==> config.mk <==
export PLATFORM = sky130hd
export DESIGN_NAME = dec_col_compress_row
export DESIGN_NICKNAME = d
export VERILOG_FILES = /design/src/rtl/dcc_pkg.sv /design/src/rtl/dcc_cla.sv /design/src/rtl/dcc_bd_cell.sv /design/src/rtl/dcc_column.sv /design/src/rtl/dec_col_compress_row.sv
export SDC_FILE = /design/constraint.sdc
export NUM_CORES = 1
export LEC_CHECK = 0
export BUFFER_PORTS_ARGS = -buffer_cell sky130_fd_sc_hd__buf_4
export CELL_PAD_IN_SITES_DETAIL_PLACEMENT = 1
export CELL_PAD_IN_SITES_GLOBAL_PLACEMENT = 1
export CORE_ASPECT_RATIO = 1.5
export CORE_MARGIN = 4
export CORE_UTILIZATION = 34
export DETAILED_ROUTE_END_ITERATION = 8
export PLACE_DENSITY_LB_ADDON = 0.1
export SLEW_MARGIN = 10
export SYNTH_ARGS = -nofsm -noshare
export SYNTH_HDL_FRONTEND = slang
export SYNTH_SLANG_ARGS = --single-unit
==> constraint.sdc <==
create_clock -name vclk -period 3.8
set_clock_uncertainty 0.15 [all_clocks]
set_input_delay 0.38 -clock vclk [all_inputs]
set_output_delay 0.38 -clock vclk [all_outputs]
set_load 0.02 [all_outputs]
==> src/rtl/dcc_pkg.sv <==
package dcc_pkg;

  localparam int DIG_W = 4;
  localparam int SUM_W = DIG_W + 1;

  typedef logic [DIG_W-1:0] bcd_t;
  typedef logic [SUM_W-1:0] bsum_t;

  // digit is a legal BCD code
  function automatic logic bcd_ok(input bcd_t d);
    return d <= 4'd9;
  endfunction

  // one binary-to-decimal step: v = 2*d + b, split into tens bit and units digit
  function automatic logic [SUM_W-1:0] bd_step(input bcd_t d, input logic b);
    logic [SUM_W-1:0] v;
    logic [SUM_W-1:0] res;
    v = {d, b};
    if (v >= 5'd10) res = {1'b1, 4'(v - 5'd10)};
    else            res = {1'b0, v[DIG_W-1:0]};
    return res;
  endfunction

endpackage

==> src/rtl/dcc_cla.sv <==
module dcc_cla #(
  parameter int W = 4
) (
  input  logic [W-1:0] x_i,
  input  logic [W-1:0] y_i,
  input  logic         cin_i,
  output logic [W:0]   sum_o
);

  logic [W-1:0] gen_w;
  logic [W-1:0] prop_w;
  logic [W:0]   carry_w;

  assign gen_w  = x_i & y_i;
  assign prop_w = x_i ^ y_i;

  // flattened sum-of-products lookahead: each carry is formed directly
  always_comb begin
    carry_w[0] = cin_i;
    for (int k = 1; k <= W; k++) begin
      logic acc;
      logic chain;
      chain = cin_i;
      for (int m = 0; m < k; m++) chain = chain & prop_w[m];
      acc = chain;
      for (int j = 0; j < k; j++) begin
        logic prod;
        prod = gen_w[j];
        for (int m = j + 1; m < k; m++) prod = prod & prop_w[m];
        acc = acc | prod;
      end
      carry_w[k] = acc;
    end
  end

  assign sum_o = {carry_w[W], prop_w ^ carry_w[W-1:0]};


  always_comb begin
    cla_sum_chk: assert (sum_o == ({1'b0, x_i} + {1'b0, y_i} + {{W{1'b0}}, cin_i}))
      else $error("lookahead sum mismatch");
  end

endmodule

==> src/rtl/dcc_bd_cell.sv <==
module dcc_bd_cell
  import dcc_pkg::*;
(
  input  bcd_t dig_i,
  input  logic bit_i,
  output bcd_t dig_o,
  output logic bit_o
);

  logic [SUM_W-1:0] step_w;

  assign step_w = bd_step(dig_i, bit_i);
  assign bit_o  = step_w[SUM_W-1];
  assign dig_o  = step_w[DIG_W-1:0];


  always_comb begin
    if (bcd_ok(dig_i)) begin
      bd_range_chk: assert (bcd_ok(dig_o)) else $error("cell digit out of range");
    end
  end


  always_comb begin
    if (bcd_ok(dig_i)) begin
      bd_value_chk: assert ((5'(bit_o) * 5'd10 + 5'(dig_o)) == (5'(dig_i) * 5'd2 + 5'(bit_i)))
        else $error("cell value not preserved");
    end
  end

endmodule

==> src/rtl/dcc_column.sv <==
module dcc_column
  import dcc_pkg::*;
(
  input  bcd_t a_i,
  input  bcd_t b_i,
  input  logic u_i,
  output bcd_t s_o,
  output logic c_o
);

  bsum_t bin_sum_w;
  bcd_t  upper_w;
  logic  lsb_w;

  dcc_cla #(.W(DIG_W)) cla_i (
    .x_i  (a_i),
    .y_i  (b_i),
    .cin_i(u_i),
    .sum_o(bin_sum_w)
  );

  assign upper_w = bin_sum_w[SUM_W-1:1];
  assign lsb_w   = bin_sum_w[0];

  dcc_bd_cell bd_i (
    .dig_i(upper_w),
    .bit_i(lsb_w),
    .dig_o(s_o),
    .bit_o(c_o)
  );

  logic in_ok_w;
  assign in_ok_w = bcd_ok(a_i) && bcd_ok(b_i);


  always_comb begin
    if (in_ok_w) begin
      col_upper_chk: assert (bcd_ok(upper_w)) else $error("upper sum bits exceed 9");
    end
  end


  always_comb begin
    if (in_ok_w) begin
      col_carry_chk: assert (c_o == (bin_sum_w >= 5'd10)) else $error("column carry wrong");
    end
  end


  always_comb begin
    if (in_ok_w) begin
      col_digit_chk: assert ((5'(s_o) + (c_o ? 5'd10 : 5'd0)) == bin_sum_w)
        else $error("column digit wrong");
    end
  end

endmodule

==> src/rtl/dec_col_compress_row.sv <==
module dec_col_compress_row
  import dcc_pkg::*;
#(
  parameter int NDIG = 4
) (
  input  logic [DIG_W*NDIG-1:0] a_row,
  input  logic [DIG_W*NDIG-1:0] b_row,
  input  logic [NDIG-1:0]       u_row,
  output logic [DIG_W*NDIG-1:0] s_row,
  output logic [NDIG-1:0]       c_row
);

  for (genvar i = 0; i < NDIG; i++) begin : g_col
    dcc_column col_i (
      .a_i(a_row[DIG_W*i +: DIG_W]),
      .b_i(b_row[DIG_W*i +: DIG_W]),
      .u_i(u_row[i]),
      .s_o(s_row[DIG_W*i +: DIG_W]),
      .c_o(c_row[i])
    );
  end


  always_comb begin
    if (a_row == '0 && b_row == '0 && u_row == '0) begin
      row_zero_chk: assert (s_row == '0 && c_row == '0) else $error("zero in, nonzero out");
    end
  end

endmodule

==> metrics.cfg <==
[sta]
rsz0062_at_grt=false
fin_crit_sh_pct=92.6
timing.slew.headroom_pct=72.1
fin_crit_ps=3520
worst_pin_slew_ps=416
max_freq_ghz=0.284
slew_violations=0
finalHoldViolations=0
setup_tns_ps=0
setup_viol=0

[layout]
syn_to_final_growth_pct=35.3
drive_gt1_share_pct=35.9
layout.nets=250
design_area_sq_um=1530
fillers=419
seqCellArea_sq_um=0
antenna_cells=0
nClkBuffers=0
seq_cells=0

[run_status]
status=finished, final reports clean

[place]
placed_cell_area_sq_um=1530
hpwl_microns=2850
gp_congestion=0.761
portBuffers=56

[floorplan]
io_pins=56
die_area_sq_um=4330
fp.dieW_microns=55.1
die_y_microns=78.6
core_sq_um=3190
row_count=25
start_util_pct=35.5

[routing]
drtIter0Drc=5
via_per_inst=5.35
antenna_left=0
num_vias=1199
wl_microns=3110
post_drt_wl_per_cell_microns=13.9
dr.pass1.iters=4
drt_drc_violations_left=0

[pwr]
power.density_nw_per_um2=292
power.internal_uw=207
ir_drop_mv=0.165
p_comb_share_pct=100.0
p_sw_uw=240
p_leak_uw=0.000721
seqPwrFrac_pct=0
netSwitchingFraction_pct=53.8
clockPowerShare_pct=0

[synthesis]
syn-mean-instance-area_sq_um=8.26
netlist.area_leader.share_pct=26.5
seq_area_frac_synth_pct=0
ys_types=38
synthTopCellsByArea=ha_1 27%, xnor2_1 7.7%, fa_1 7.1%
synthCells=137
synth_area_sq_um=1130
yosysTopAreaCell=ha_1
synth_warnings=0
synth_nets=201

[worst_setup_path]
worstPathRequired_ps=3270
cp-start-kind=input port
critPathCaptureType=primary output
worstSetupPathType=input port to primary output
cp.arrival_ps=2990
worstPathMaxFanout=5

[hold_path]
hold_path_class=input port to primary output

[global_route]
grt_pass1_wl_microns=5260
antenna_found_initial=0
grt_pass1_vias=1305
grt_max_degree=7
overflow=0
grt.total_usage_pct=15.1

[clocking]
postCtsSetupRepairBufs=0
cts_resized=0
cts_hold_buffers=0

[flow_run]
cap_violations=0

final timing paths:
path | startpoint | endpoint | slack [ps] | depth (start not counted)
worst max-delay path | a_row[4] | s_row[6] | 280 | 13
worst min-delay path | u_row[2] | s_row[8] | 1010 | 3
per-stage QoR:
stage	cells	util (%)	setup WS [ps]	power (uW)	hold WS, ps
finish	224	48.0	280	447	1010
global route	224	48.0	21.3	493	1060
CTS	224	48.0	254	452	1020
detailed placement	224	48.0	281	450	1020
global placement	224	48.0	400	433	1020
floorplan	137	-	389	308	898
cell families (layout without fill, tap and decap cells):
| group | Yosys count | after routing | synth area share, % |
|---|---|---|---|
| compound gates | 45 | 45 | 29.1 |
| xor+xnor | 11 | 11 | 9.18 |
| fa+ha+maj | 31 | 31 | 36.4 |
| buf+inv | 18 | 65 | 9.29 |
| mux | 2 | 2 | 1.77 |
| simple gates | 30 | 30 | 14.3 |
power by group through the flow:
stage	Clock (uW)	Combinational [uW]	Sequential (uW)
after floorplan	0	308	0
after global placement	0	433	0
after detailed placement	0	450	0
after CTS	0	452	0
after global routing	0	493	0
final	0	447	0
layout make-up:
cell class / count / area [sq um] / share of cell area [%]
Inverter: 9 / 33.8 / 2.21
Multi-Input combinational cell: 119 / 1030 / 67.0
Tap cell: 40 / 50.0 / 3.27
Timing Repair Buffer: 56 / 420 / 27.5
routing by layer:
| layer | vias up | routed length [microns] | track usage (%) |
|---|---|---|---|
| met4 | 0 | 21 | 1.46 |
| met1 | 574 | 1020 | 13.9 |
| li1 | 600 | - | - |
| met3 | 2 | 133 | 0.569 |
| met5 | - | 0 | 0 |
| met2 | 23 | 1930 | 33.3 |
Yosys cell counts:
master     number
nor3_2          1
buf_6           1
a41o_1          2
o2111ai_1       2
or2_2           3
nor3_1          4
mux2i_1         2
a311oi_4        1
a31oi_1         1
and3_1          1
fa_1            4
o31a_1          3
and2_4          1
o31ai_1         1
inv_1           9
o21bai_1        1
ha_1           24
a21oi_1         9
xnor2_2         1
nand2_1         4
nand3_1         5
nor3b_1         1
o211ai_1        1
o21ai_1         3
nor4b_1         2
maj3_1          2
o311a_1         1
buf_4           8
nor2b_1         1
a211oi_1        3
o311ai_1        1
a21o_2          1
o21ai_0         7
xnor2_1        10
nor2_1          7
o211ai_2        1
maj3_2          1
o21a_1          7
worst max-delay path, stage by stage:
cell	delay, ps
buf_4	120
ha_1	290
ha_1	180
o21ai_1	170
and2_4	210
xnor2_1	130
ha_1	260
inv_1	80
maj3_2	330
a311oi_4	300
nand2_1	100
o311ai_1	250
buf_4	190
cells in the final DEF, fill, tap and decap left out, drive strengths merged, types with 2 or more instances in the layout:
cell type	netlist	routed
o211ai	2	2
or2	3	3
maj3	3	3
o21a	7	7
a41o	2	2
o31a	3	3
nand2	4	4
inv	9	9
a211oi	3	3
ha	24	24
nor3	5	5
xnor2	11	11
fa	4	4
o2111ai	2	2
mux2i	2	2
nor4b	2	2
buf	9	56
a21oi	9	9
nor2	7	7
nand3	5	5
o21ai	10	10
Power figures use the tool's default switching activity.
